[config.mk]
export PLATFORM = sky130hd
export DESIGN_NAME = hpw_walker
export DESIGN_NICKNAME = d
export VERILOG_FILES = /design/src/rtl/hpw_pkg.sv /design/src/rtl/hpw_addr_gen.sv /design/src/rtl/hpw_entry_match.sv /design/src/rtl/hpw_rights_calc.sv /design/src/rtl/hpw_walker.sv
export SDC_FILE = /design/constraint.sdc
export NUM_CORES = 1
export LEC_CHECK = 0
export BUFFER_PORTS_ARGS = -buffer_cell sky130_fd_sc_hd__buf_2
export CAP_MARGIN = 5
export CORE_MARGIN = 4
export CORE_UTILIZATION = 35
export DETAILED_ROUTE_END_ITERATION = 10
export GPL_TIMING_DRIVEN = 1
export HOLD_SLACK_MARGIN = 0.06
export SLEW_MARGIN = 20
export SYNTH_ARGS = -nofsm -noshare
export SYNTH_HDL_FRONTEND = slang
export SYNTH_SLANG_ARGS = --single-unit
export TNS_END_PERCENT = 5
[constraint.sdc]
create_clock -name clk -period 7.3 [get_ports clk]
set_clock_uncertainty 0.05 [all_clocks]
set_input_delay 1.095 -clock clk [delete_from_list [all_inputs] [get_ports clk]]
set_output_delay 1.095 -clock clk [all_outputs]
set_load 0.005 [all_outputs]
[src/rtl/hpw_pkg.sv]
package hpw_pkg;
  localparam int AW     = 32;
  localparam int VSID_W = 24;
  localparam int PIDX_W = 16;
  localparam int API_W  = 6;
  localparam int RPN_W  = 20;

  typedef enum logic [2:0] {
    S_IDLE, S_RD0, S_RD1, S_EVAL, S_WR, S_DONE
  } walk_st_e;

  typedef struct packed {
    logic x;
    logic w;
    logic r;
  } perm_t;

  function automatic logic [PIDX_W-1:0] page_index(input logic [AW-1:0] ea);
    return ea[27:12];
  endfunction

  function automatic logic [VSID_W-1:0] prim_hash(input logic [VSID_W-1:0] vsid,
                                                  input logic [PIDX_W-1:0] pidx);
    return vsid ^ {{(VSID_W-PIDX_W){1'b0}}, pidx};
  endfunction

  function automatic logic [VSID_W-1:0] pass_hash(input logic [VSID_W-1:0] h,
                                                  input logic second);
    return second ? ~h : h;
  endfunction

  function automatic perm_t base_rights(input logic k, input logic [1:0] pp,
                                        input logic nx);
    perm_t p;
    if (!k) begin
      p.r = 1'b1;
      p.w = (pp != 2'd3);
    end else begin
      p.r = (pp != 2'd0);
      p.w = (pp == 2'd2);
    end
    p.x = ~nx;
    return p;
  endfunction
endpackage

[src/rtl/hpw_addr_gen.sv]
module hpw_addr_gen
  import hpw_pkg::*;
#(
  parameter int GROUP_ENTRIES = 8
) (
  input  logic [AW-1:0]     base,
  input  logic [AW-1:0]     mask,
  input  logic [VSID_W-1:0] hash,
  input  logic              second,
  input  logic [$clog2(GROUP_ENTRIES)-1:0] idx,
  input  logic              word_sel,
  output logic [AW-1:0]     addr
);
  localparam int IDX_W     = $clog2(GROUP_ENTRIES);
  localparam int ENT_SHIFT = 3;
  localparam int GRP_SHIFT = IDX_W + ENT_SHIFT;

  logic [VSID_W-1:0] h_sel;
  logic [AW-1:0]     grp_off;
  logic [AW-1:0]     ent_off;

  always_comb begin
    h_sel   = pass_hash(hash, second);
    grp_off = ({{(AW-VSID_W){1'b0}}, h_sel} << GRP_SHIFT) & mask;
    ent_off = AW'({idx, {ENT_SHIFT{1'b0}}});
    addr    = base + grp_off + ent_off + (word_sel ? AW'(4) : AW'(0));
  end
endmodule

[src/rtl/hpw_entry_match.sv]
module hpw_entry_match
  import hpw_pkg::*;
(
  input  logic [31:0]       w0,
  input  logic [VSID_W-1:0] vsid,
  input  logic [API_W-1:0]  api,
  input  logic              second,
  output logic              match
);
  logic valid_ok, hsel_ok, tag_ok;

  always_comb begin
    valid_ok = w0[31];
    hsel_ok  = (w0[6] == second);
    tag_ok   = (w0[30:7] == vsid) && (w0[5:0] == api);
    match    = valid_ok && hsel_ok && tag_ok;
  end
endmodule

[src/rtl/hpw_rights_calc.sv]
module hpw_rights_calc
  import hpw_pkg::*;
(
  input  logic        key,
  input  logic        nx,
  input  logic        store,
  input  logic [31:0] w1,
  output perm_t       perm_out,
  output logic [31:0] w1_new,
  output logic        need_wb
);
  perm_t base_p;
  logic  granted, ref_set, chg_set;

  always_comb begin
    base_p     = base_rights(key, w1[1:0], nx);
    granted    = store ? base_p.w : base_p.r;
    ref_set    = ~w1[8];
    chg_set    = ~w1[7] && store && granted;
    perm_out   = base_p;
    perm_out.w = base_p.w && (w1[7] || chg_set);
    w1_new     = w1 | {23'b0, ref_set, chg_set, 7'b0};
    need_wb    = ref_set || chg_set;
  end
endmodule

[src/rtl/hpw_walker.sv]
module hpw_walker
  import hpw_pkg::*;
#(
  parameter int GROUP_ENTRIES = 8
) (
  input  logic        clk,
  input  logic        rst_n,
  input  logic        start,
  input  logic [23:0] seg_id,
  input  logic [31:0] eff_addr,
  input  logic [31:0] tbl_base,
  input  logic [31:0] tbl_mask,
  input  logic        key,
  input  logic        no_exec,
  input  logic        is_store,
  output logic        busy,
  output logic        done,
  output logic        hit,
  output logic [19:0] rpn,
  output logic [2:0]  perm,
  output logic        mem_req,
  output logic        mem_we,
  output logic [31:0] mem_addr,
  output logic [31:0] mem_wdata,
  input  logic        mem_ack,
  input  logic [31:0] mem_rdata
);
  localparam int IDX_W = $clog2(GROUP_ENTRIES);
  localparam logic [IDX_W-1:0] LAST_IDX = IDX_W'(GROUP_ENTRIES - 1);

  walk_st_e          st;
  logic [VSID_W-1:0] vsid_q;
  logic [PIDX_W-1:0] pidx_q;
  logic [AW-1:0]     base_q, mask_q;
  logic              key_q, nx_q, store_q;
  logic              pass_q;
  logic [IDX_W-1:0]  idx_q;
  logic [31:0]       w0_q, w1_q;
  logic              hit_q;
  logic [RPN_W-1:0]  rpn_q;
  perm_t             perm_q;

  logic [VSID_W-1:0] hash;
  logic              word_sel;
  logic              ent_match;
  perm_t             calc_perm;
  logic [31:0]       w1_new;
  logic              need_wb;

  // named events for the checker
  logic ev_match, ev_last, ev_accept;

  assign hash     = prim_hash(vsid_q, pidx_q);
  assign word_sel = (st == S_RD1) || (st == S_WR);

  hpw_addr_gen #(.GROUP_ENTRIES(GROUP_ENTRIES)) u_addr (
    .base(base_q), .mask(mask_q), .hash(hash), .second(pass_q),
    .idx(idx_q), .word_sel(word_sel), .addr(mem_addr)
  );

  hpw_entry_match u_match (
    .w0(w0_q), .vsid(vsid_q), .api(pidx_q[PIDX_W-1 -: API_W]),
    .second(pass_q), .match(ent_match)
  );

  hpw_rights_calc u_rights (
    .key(key_q), .nx(nx_q), .store(store_q), .w1(w1_q),
    .perm_out(calc_perm), .w1_new(w1_new), .need_wb(need_wb)
  );

  assign ev_match  = (st == S_EVAL) && ent_match;
  assign ev_last   = (idx_q == LAST_IDX);
  assign ev_accept = (st == S_IDLE) && start;

  assign mem_req   = (st == S_RD0) || (st == S_RD1) || (st == S_WR);
  assign mem_we    = (st == S_WR);
  assign mem_wdata = w1_new;
  assign busy      = (st != S_IDLE);
  assign done      = (st == S_DONE);
  assign hit       = hit_q;
  assign rpn       = rpn_q;
  assign perm      = perm_q;

  always_ff @(posedge clk) begin
    if (!rst_n) begin
      st      <= S_IDLE;
      vsid_q  <= '0;
      pidx_q  <= '0;
      base_q  <= '0;
      mask_q  <= '0;
      key_q   <= 1'b0;
      nx_q    <= 1'b0;
      store_q <= 1'b0;
      pass_q  <= 1'b0;
      idx_q   <= '0;
      w0_q    <= '0;
      w1_q    <= '0;
      hit_q   <= 1'b0;
      rpn_q   <= '0;
      perm_q  <= '0;
    end else begin
      unique case (st)
        S_IDLE: if (ev_accept) begin
          vsid_q  <= seg_id;
          pidx_q  <= page_index(eff_addr);
          base_q  <= tbl_base;
          mask_q  <= tbl_mask;
          key_q   <= key;
          nx_q    <= no_exec;
          store_q <= is_store;
          pass_q  <= 1'b0;
          idx_q   <= '0;
          hit_q   <= 1'b0;
          rpn_q   <= '0;
          perm_q  <= '0;
          st      <= S_RD0;
        end
        S_RD0: if (mem_ack) begin
          w0_q <= mem_rdata;
          st   <= S_RD1;
        end
        S_RD1: if (mem_ack) begin
          w1_q <= mem_rdata;
          st   <= S_EVAL;
        end
        S_EVAL: begin
          if (ev_match) begin
            hit_q  <= 1'b1;
            rpn_q  <= w1_q[31:12];
            perm_q <= calc_perm;
            st     <= need_wb ? S_WR : S_DONE;
          end else if (!ev_last) begin
            idx_q <= idx_q + 1'b1;
            st    <= S_RD0;
          end else if (!pass_q) begin
            pass_q <= 1'b1;
            idx_q  <= '0;
            st     <= S_RD0;
          end else begin
            st <= S_DONE;
          end
        end
        S_WR:   if (mem_ack) st <= S_DONE;
        S_DONE: st <= S_IDLE;
        default: st <= S_IDLE;
      endcase
    end
  end
endmodule

### Word level (Yosys, flattened, before mapping)

Cells that the tools add are included.

* register bits after elaboration: 202
* bits of input ports: 159
* output and inout bits: 92
* word-level logic and storage cells: 100

* add/sub/neg operators: 4
* equality and inequality tests: 19
* muxes and demuxes: 29
* bitwise logic cells: 7
* reduce and logical (&&, ||, !) cells: 24

Operators with widths (count)
* 20-bit 2-to-1 mux: 2
* 20-bit one-hot mux with 2 select lines: 1
* 3-bit 2-to-1 mux: 13
* 32-bit by 3-bit adder with 32-bit output: 1
* 32-bit adder: 1
* 32-bit by 6-bit adder with 32-bit output: 1
* 30-bit by 32-bit AND with 32-bit output: 1
* 32-bit by 9-bit bitwise OR with 32-bit output: 1
* 24-bit equality test: 1
* 24-bit 2-to-1 mux: 1
* 24-bit NOT: 1
* 24-bit by 16-bit XOR with 24-bit output: 1
* 3-bit one-hot mux with 5 select lines: 1
* 2-bit != test, second input constant: 7
* 3-bit one-hot mux with 2 select lines: 2
* 4-bit AND reduction: 3
* 3-bit equality test, second input constant: 3
* 1-bit logical AND: 8
* 3-bit by 2-bit equality test with 1-bit output, second input constant: 2
* 6-bit equality test: 1
* 1-bit 2-to-1 mux: 6
* 2-bit AND reduction: 3
* 1-bit logical OR: 5
* 1-bit one-hot mux with 2 select lines: 2
* 12 further kinds: 15

### Logic depth before layout (Yosys ltp)

Gate-level depths: netlist of the first run.

* depth in word-level cells: 8
* mapped depth: 13
* depth with buffers taken out: 10

### Hierarchy

From an unflattened synthesis of the first run, not the netlist that was laid out.

* cells, all modules: 1206
* area total of the unflattened synthesis: 10156.0 um^2

By module, submodules not included
* hpw_walker: instances 1, cells an instance 873, area each 7688.6 um^2, seq. area each 4043.9 um^2
* hpw_addr_gen: instances 1, cells an instance 250, area each 1808.0 um^2, seq. area each 0.0 um^2
* hpw_entry_match: instances 1, cells an instance 42, area each 356.6 um^2, seq. area each 0.0 um^2
* hpw_rights_calc: instances 1, cells an instance 41, area each 302.8 um^2, seq. area each 0.0 um^2

### Least setup slack after synthesis of the first run

No wires, ideal clock.

* path type: register to output
* from: register pass_q
* to: output port mem_addr[27]
* arrival time: 3172 ps
* slack: 2983 ps
* cell stages (with the launch flop): 14
* cell sequence: dfxtp_1 -> buf_6 -> buf_1 -> xnor2_1 -> xnor2_1 -> and2_1 -> ha_1 -> clkbuf_1 -> and4_1 -> and3b_1 -> a211oi_1 -> o211ai_1 -> nand4_1 -> or3b_2

* cells in the longest elaborated chain, start to end: 5

RTL lines
* start, declared: RTL line hpw_walker.sv:36 `logic pass_q;`
* start signal, assigned: RTL line hpw_walker.sv:94 `pass_q <= 1'b0;`
* start signal, assigned: RTL line hpw_walker.sv:111 `pass_q <= 1'b0;`
* start signal, assigned: RTL line hpw_walker.sv:136 `pass_q <= 1'b1;`
* 24-bit 2-to-1 mux: RTL line hpw_pkg.sv:29 `return second ? ~h : h;`
* 30-bit by 32-bit AND with 32-bit output: RTL line hpw_addr_gen.sv:24 `grp_off = ({{(AW-VSID_W){1'b0}}, h_sel} << GRP_SHIFT) & mask;`
* 32-bit adder: RTL line hpw_addr_gen.sv:26 `addr = base + grp_off + ent_off + (word_sel ? AW'(4) : AW'(0));`
* 32-bit by 6-bit adder with 32-bit output: RTL line hpw_addr_gen.sv:26
* 32-bit by 3-bit adder with 32-bit output: RTL line hpw_addr_gen.sv:26
* end, declared: RTL line hpw_walker.sv:23 `output logic [31:0] mem_addr,`

Every way passes these cells.

### Final worst setup path of the first run

* from: register pass_q
* to: output port mem_addr[22]

Same word-level chain as after synthesis.

==> qor.txt, run 1 <==
HPWL Detailed: 21,000 um
Async S/R FF share, synth: 0
Leading area contributor after synthesis: sky130_fd_sc_hd__dfxtp_1
Hold Vio Cnt, Final: 0
Crit end category: output port
Vias in the first global route: 8,560
Worst hold path startpoint: mask_q[21]$_SDFFE_PN0P_
Critical path required time: 6150 ps
Most common cell in the netlist: sky130_fd_sc_hd__nand2_1
Share of layout cells above drive strength 1: 0.191
Vias after detailed routing: 8,964
Slew Viols, Final: 0
Latest clock arrival within the worst-skew pair: 440 ps
Largest net degree at the start of global routing: 108
Leading register cell type out of synthesis: sky130_fd_sc_hd__dfxtp_1
Power density relative to cell area: 218 nW/um^2
Antenna violations before repair: 4
Critical path data arrival time: 4270 ps
# fillers: 2,872
Cts-stage hold buffer count: 0
CORE AREA: 27,200 sq um
Unrepaired setup endpoints after global routing: no
P&R area growth vs syn: 17.9%
Total Die Area: 30,600 sq um
Crit share post-route: 0.742
Slew at the pin with the worst max-slew slack: 1050 ps
Cell count after synthesis: 1,282
EDFF count, synth: 0
Total CTS buffers: 17
Proportion of synthesized area in mux cells: 0.00821
Startpoint of the most critical register-to-register path: pass_q$_SDFFE_PN0P_
Post-CTS setup buffers: 0
Post-detailed-route DRC marker count: 0
Initial detailed-routing violation count: 562
Top post-synthesis cells by count: sky130_fd_sc_hd__nand2_1 (382), sky130_fd_sc_hd__a21oi_1 (215), sky130_fd_sc_hd__dfxtp_1 (194)
Number of H-tree branching levels: 4
TNS Setup: 0 ps
Synthesized-area fraction occupied by xor and xnor cells: 0.0790
Number of cells on the worst hold path: 2
Worst Hold Endpoint: mask_q[21]$_SDFFE_PN0P_
Wire length of the first global-routing pass: 45,800 um
Beginning of the critical path: pass_q$_SDFFE_PN0P_
Hold Path Class: reg2reg
Post-detailed-routing wire length: 29,100 um
Reg-to-reg slack, setup: 4480 ps
Startpoint types: flip-flop
Worst max-slew margin expressed relative to the limit: 0.297
Distinct cell type count of the synthesized netlist: 61
Status: finished clean
Count of buffers from port buffering: 225
Die width: 175 um
Routed len/inst: 16.1 um
IR Drop Worst-Case VDD: 0.138 mV
Nets@finish: 1,607
Number of clock sinks seen by CTS: 194
Total of cells resized after clock tree synthesis: 0
Footprint of the multi-input gates: 5270 sq um
Overall power after layout: 2.50 mW
Critical Setup Path Class: reg2out
Synthesized-area fraction occupied by adder cells: 0.0405
Post-Synthesis Net Count: 1,472
Clk root buf: sky130_fd_sc_hd__clkbuf_16
Buffer depth of the longest clock path: 2
Count of state elements after synthesis: 194
Proportion of netlist area held by the largest area contributor: 0.398
Grt ovf: 0
CTS tree: done
Routability congestion estimate: 0.841
Warning count from the yosys run: 0
Number of violations of the max-capacitance limit: 0
Sequential cell area: 3880 sq um
Number of rows created at floorplan: 60
Vias/cell: 4.97
Starting density of the core: 0.359
Synthesized area per cell: 7.61 sq um
Synth area leaders: sky130_fd_sc_hd__dfxtp_1 (40%), sky130_fd_sc_hd__nand2_1 (15%), sky130_fd_sc_hd__a21oi_1 (11%), sky130_fd_sc_hd__xnor2_1 (4.1%), sky130_fd_sc_hd__ha_1 (3.8%)
Maximum fanout encountered on the critical timing path: 28
Area share of and/or/nand/nor cells after synthesis: 0.233
Boundary pin count: 251
Register-to-Register Path Depth: 7
Compound-cell area share of the yosys netlist: 0.175
Proportion of synthesized chip area in sequential cells: 0.398
Clock-pin slew on the worst setup and hold paths: 90 ps
Clock period minus worst slack: 5410 ps
Post-Syn Area: 9760 sq um
Remaining number of nets flagged by the antenna check after routing: 0
# setup viols final: 0
Upper clock frequency limit: 185 MHz
Lkg Pwr: 5.00 nW
First-pass detailed-route iteration total: 5
Overall routing resource usage: 0.185
R2r endpoint: idx_q[0]$_SDFFE_PN0P_
Combinational family with the most area after synthesis: simple AND/OR/NAND/NOR gates
Chip height: 175 um
==> per-layer routing <==
metal	vias to the layer above	GRT usage	routed length (um)
li1	4547	-	-
met2	251	0.287	12700
met1	4131	0.256	13900
met4	4	0.0566	703
met3	31	0.0431	1790
met5	-	0	21
==> registers in the layout, summed over array words and instances (netlist names) <==
| signal | count |
|---|---|
| pidx_q | 16 |
| w1_q | 32 |
| w0_q | 32 |
| mask_q | 24 |
| store_q | 1 |
| key_q | 1 |
| rpn | 20 |
| pass_q | 1 |
| nx_q | 1 |
| perm | 3 |
| st | 3 |
| hit | 1 |
| vsid_q | 24 |
| base_q | 32 |
| idx_q | 3 |
==> cell type report <==
cell class	instances	share of cell area
Multi-Input combinational cell	957	0.458
Timing Repair Buffer	231	0.102
Clock buffer	17	0.0370
Inverter	16	0.00566
Tap cell	372	0.0405
Antenna cell	1	0.000218
Clock inverter	15	0.0188
Sequential cell	194	0.338
==> cells in the final DEF, fill, tap and decap left out, types with 4 or more instances in the layout <==
master and instances:
sky130_fd_sc_hd__clkbuf_16 17, sky130_fd_sc_hd__nor3_1 10, sky130_fd_sc_hd__clkinv_8 5, sky130_fd_sc_hd__nand3_1 34
sky130_fd_sc_hd__mux2i_1 8, sky130_fd_sc_hd__inv_1 15, sky130_fd_sc_hd__xnor2_1 46, sky130_fd_sc_hd__a211oi_1 4
sky130_fd_sc_hd__o21bai_1 4, sky130_fd_sc_hd__a21o_1 11, sky130_fd_sc_hd__xor2_1 42, sky130_fd_sc_hd__ha_1 30
sky130_fd_sc_hd__o211ai_1 5, sky130_fd_sc_hd__buf_2 225, sky130_fd_sc_hd__a21oi_1 215, sky130_fd_sc_hd__a31oi_1 6
sky130_fd_sc_hd__and3_1 4, sky130_fd_sc_hd__a2111oi_0 4, sky130_fd_sc_hd__nor2_1 20, sky130_fd_sc_hd__nor4_1 4
sky130_fd_sc_hd__nand2_1 381, sky130_fd_sc_hd__nor2b_1 4, sky130_fd_sc_hd__nand4_1 9, sky130_fd_sc_hd__dfxtp_1 193
sky130_fd_sc_hd__buf_4 5, sky130_fd_sc_hd__inv_6 4, sky130_fd_sc_hd__nand2b_1 14, sky130_fd_sc_hd__o21a_1 7
sky130_fd_sc_hd__and2_1 28, sky130_fd_sc_hd__o21ai_0 16
==> stage by stage <==
| stage | worst slack (ps) | utilization | std cells | instance area [sq um] | hold slack [ps] |
|---|---|---|---|---|---|
| after floorplan | 2980 | - | 1282 | 9760 | 382 |
| after global placement | 2380 | 0.399 | 1770 | 10800 | 388 |
| after detailed placement | 2350 | 0.399 | 1770 | 10900 | 392 |
| after CTS | 1850 | 0.423 | 1802 | 11500 | 403 |
| after global routing | 1670 | 0.423 | 1803 | 11500 | 419 |
| final | 1890 | 0.423 | 1803 | 11500 | 401 |
==> critical path, stage by stage (launching register included) <==
cell                        delay, ps
sky130_fd_sc_hd__dfxtp_2          940
sky130_fd_sc_hd__xnor2_1          190
sky130_fd_sc_hd__xnor2_1          160
sky130_fd_sc_hd__and2_1           180
sky130_fd_sc_hd__ha_1             370
sky130_fd_sc_hd__a21oi_1          290
sky130_fd_sc_hd__o22ai_1          170
sky130_fd_sc_hd__a2111oi_0        730
sky130_fd_sc_hd__o21ai_0          300
sky130_fd_sc_hd__nor2_1           180
sky130_fd_sc_hd__xnor2_1          150
sky130_fd_sc_hd__buf_2            150
==> power breakdown <==
| part | internal, mW | total, mW | switching, mW |
|---|---|---|---|
| logic | 0.136 | 0.338 | 0.202 |
| clock network | 0.531 | 1.02 | 0.485 |
| registers | 1.11 | 1.15 | 0.0415 |
==> worst max-delay path by stage <==
stage                         to  cells after the start
floorplan           mem_addr[27]                     13
global placement    mem_addr[27]                     11
detailed placement  mem_addr[28]                     11
CTS                 mem_addr[28]                     11
global route        mem_addr[27]                     11
finish              mem_addr[22]                     11
==> cells by family (layout without fill, tap and decap cells) <==
kind of cell             count (synthesis)  count (layout)
flip-flops                             194             194
other                                    1               2
XOR/XNOR                                88              88
adder cells (fa/ha/maj)                 31              31
buffers and inverters                  131             279
AO/OA/AOI/OAI                          299             299
AND/OR/NAND/NOR                        530             530
multiplexers                             8               8
Power figures use the tool's default switching activity.
==> run 2, diff against run 1 <==
==> constraint.sdc (replaced) <==
create_clock -name clk -period 5.6 [get_ports clk]
set_clock_uncertainty 0.05 [all_clocks]
set_input_delay 0.84 -clock clk [delete_from_list [all_inputs] [get_ports clk]]
set_output_delay 0.84 -clock clk [all_outputs]
set_load 0.005 [all_outputs]
==> qor.txt, run 2 (synthesized netlist as in run 1, its figures left out) <==
Library cell contributing the largest single delay on the critical path: sky130_fd_sc_hd__dfxtp_1
Nets@finish: 1,608
Delay of the slowest critical-path stage: 630 ps
Count of buffers from port buffering: 225
Beginning of the critical path: st[2]$_SDFFE_PN0P_
Status: finished clean
Antenna violations before repair: 2
Overall routing resource usage: 0.184
Leading cell type in the layout, fill and taps excluded: sky130_fd_sc_hd__nand2_1
IR Drop Worst-Case VDD: 0.196 mV
HPWL Detailed: 21,200 um
Hold Path Class: reg2reg
Latest clock arrival within the worst-skew pair: 430 ps
Number of violations of the max-capacitance limit: 0
Wire length of the first global-routing pass: 45,500 um
Maximum fanout encountered on the critical timing path: 13
Upper clock frequency limit: 199 MHz
Die width: 175 um
Hold slack: 400 ps
Slew Viols, Final: 0
Number of clock sinks seen by CTS: 194
Crit share post-route: 0.897
Overall power after layout: 3.31 mW
Starting density of the core: 0.359
Worst hold path startpoint: mask_q[16]$_SDFFE_PN0P_
Number of H-tree branching levels: 4
Startpoint types: flip-flop
Unrepaired setup endpoints after global routing: no
CTS tree: done
Chip height: 175 um
# fillers: 2,913
Largest net degree at the start of global routing: 143
Slew at the pin with the worst max-slew slack: 1090 ps
Most frequent cell on the critical path: sky130_fd_sc_hd__a2111o_1
Critical path data arrival time: 4130 ps
Most frequent cells in the layout: sky130_fd_sc_hd__nand2_1 (381), sky130_fd_sc_hd__buf_2 (225), sky130_fd_sc_hd__a21oi_1 (215)
Number of rows created at floorplan: 60
Critical path required time: 4710 ps
Total CTS buffers: 17
Total Die Area: 30,600 sq um
Post-CTS setup buffers: 0
Cts-stage hold buffer count: 0
Grt ovf: 0
Cells along the critical path: xnor2_1 > nor2_1 > ha_1 > fa_1 > a2111o_1 > a31oi_1 > a2111o_1 > a21boi_0 > or4_1 > o311ai_0 > buf_2
Hold Vio Cnt, Final: 0
P&R area growth vs syn: 18.1%
Crit end category: output port
Register-to-Register Path Depth: 7
Worst max-slew margin expressed relative to the limit: 0.273
Number of cells on the worst hold path: 2
Total of cells resized after clock tree synthesis: 0
Buffer depth of the longest clock path: 2
Clock period minus worst slack: 5020 ps
Registers with the most flip-flops: base_q: 32 flops, w0_q: 32 flops, w1_q: 32 flops
# setup viols final: 0
CORE AREA: 27,200 sq um
Power density relative to cell area: 287 nW/um^2
Post-detailed-route DRC marker count: 0
Clock-pin slew on the worst setup and hold paths: 80 ps
Post-detailed-routing wire length: 29,100 um
Critical path buffers and inverters: 1
Share of layout cells above drive strength 1: 0.191
Lkg Pwr: 5.02 nW
Remaining number of nets flagged by the antenna check after routing: 0
Top delay family on crit path: compound AO/OA/AOI/OAI gates
Critical path depth: 11
Routed len/inst: 16.1 um
Boundary pin count: 251
Startpoint of the most critical register-to-register path: pass_q$_SDFFE_PN0P_
Initial detailed-routing violation count: 621
Vias/cell: 4.98
Critical Setup Path Class: reg2out
Vias in the first global route: 8,526
TNS Setup: 0 ps
Vias after detailed routing: 8,981
Antenna diode count: 0
First-pass detailed-route iteration total: 5
Clk root buf: sky130_fd_sc_hd__clkbuf_16
Routability congestion estimate: 0.850
## run 2: cell count changes in the layout (fill, tap and decap cells not counted)
cell,delta
sky130_fd_sc_hd__clkinv_8,-4
sky130_fd_sc_hd__buf_4,+2
sky130_fd_sc_hd__bufinv_16,+2
sky130_fd_sc_hd__buf_6,-1
sky130_fd_sc_hd__clkbuf_8,+1
sky130_fd_sc_hd__clkinv_2,+1
sky130_fd_sc_hd__clkinv_4,+1
sky130_fd_sc_hd__clkinvlp_4,-1
sky130_fd_sc_hd__diode_2,-1
## run 2: power by group
part / switching (mW) / internal [mW] / leakage (nW)
Clock: 0.591 / 0.779 / 0.320
Combinational: 0.262 / 0.177 / 3.12
Sequential: 0.0540 / 1.44 / 1.58
Total: 0.907 / 2.40 / 5.02
## run 2: final timing paths
kind | to | slack (ps)
worst max-delay path | mem_addr[28] | 580
worst max register to register | rpn[15]$_SDFFE_PN0P_ | 2750
worst min-delay path | mask_q[16]$_SDFFE_PN0P_ | 400
worst min register to register | mask_q[16]$_SDFFE_PN0P_ | 400
## run 2: layout make-up
cell class / count / area, sq um / area share
clock inverters: 14 / 218 / 0.0189
clock buffers: 18 / 439 / 0.0381
multi-input cells: 957 / 5270 / 0.457
inverters: 16 / 65.1 / 0.00565
well taps: 372 / 465 / 0.0404
repair buffers: 232 / 1180 / 0.102
flip-flops and latches: 194 / 3880 / 0.337
## run 2: metal layers
layer  up-vias  track usage  part of all wire
met4         0       0.0406             0.014
met5         -            0                 0
met1      4169        0.256              0.48
li1       4535            -                 -
met3        23       0.0418             0.056
met2       254        0.295              0.45
## run 2: worst register-to-register path, delay by kind of cell (launching register included)
family / cells / cell delay, ps
AOI/OAI and AO/OA: 1 / 90
xor gates and xnor gates: 1 / 170
buffers and inverters: 1 / 340
DFF: 1 / 730
and+or+nand+nor: 4 / 1320
## run 2: metrics by stage
| step | setup WS [ps] | utilization | area, sq um | cells |
|---|---|---|---|---|
| 3_3_place_gp | 1160 | 0.399 | 10900 | 1771 |
| 2_1_floorplan | 1540 | - | 9760 | 1282 |
| 4_1_cts | 577 | 0.424 | 11500 | 1803 |
| 5_1_grt | 337 | 0.424 | 11500 | 1803 |
| 6_report | 579 | 0.424 | 11500 | 1803 |
| 3_5_place_dp | 1100 | 0.400 | 10900 | 1771 |
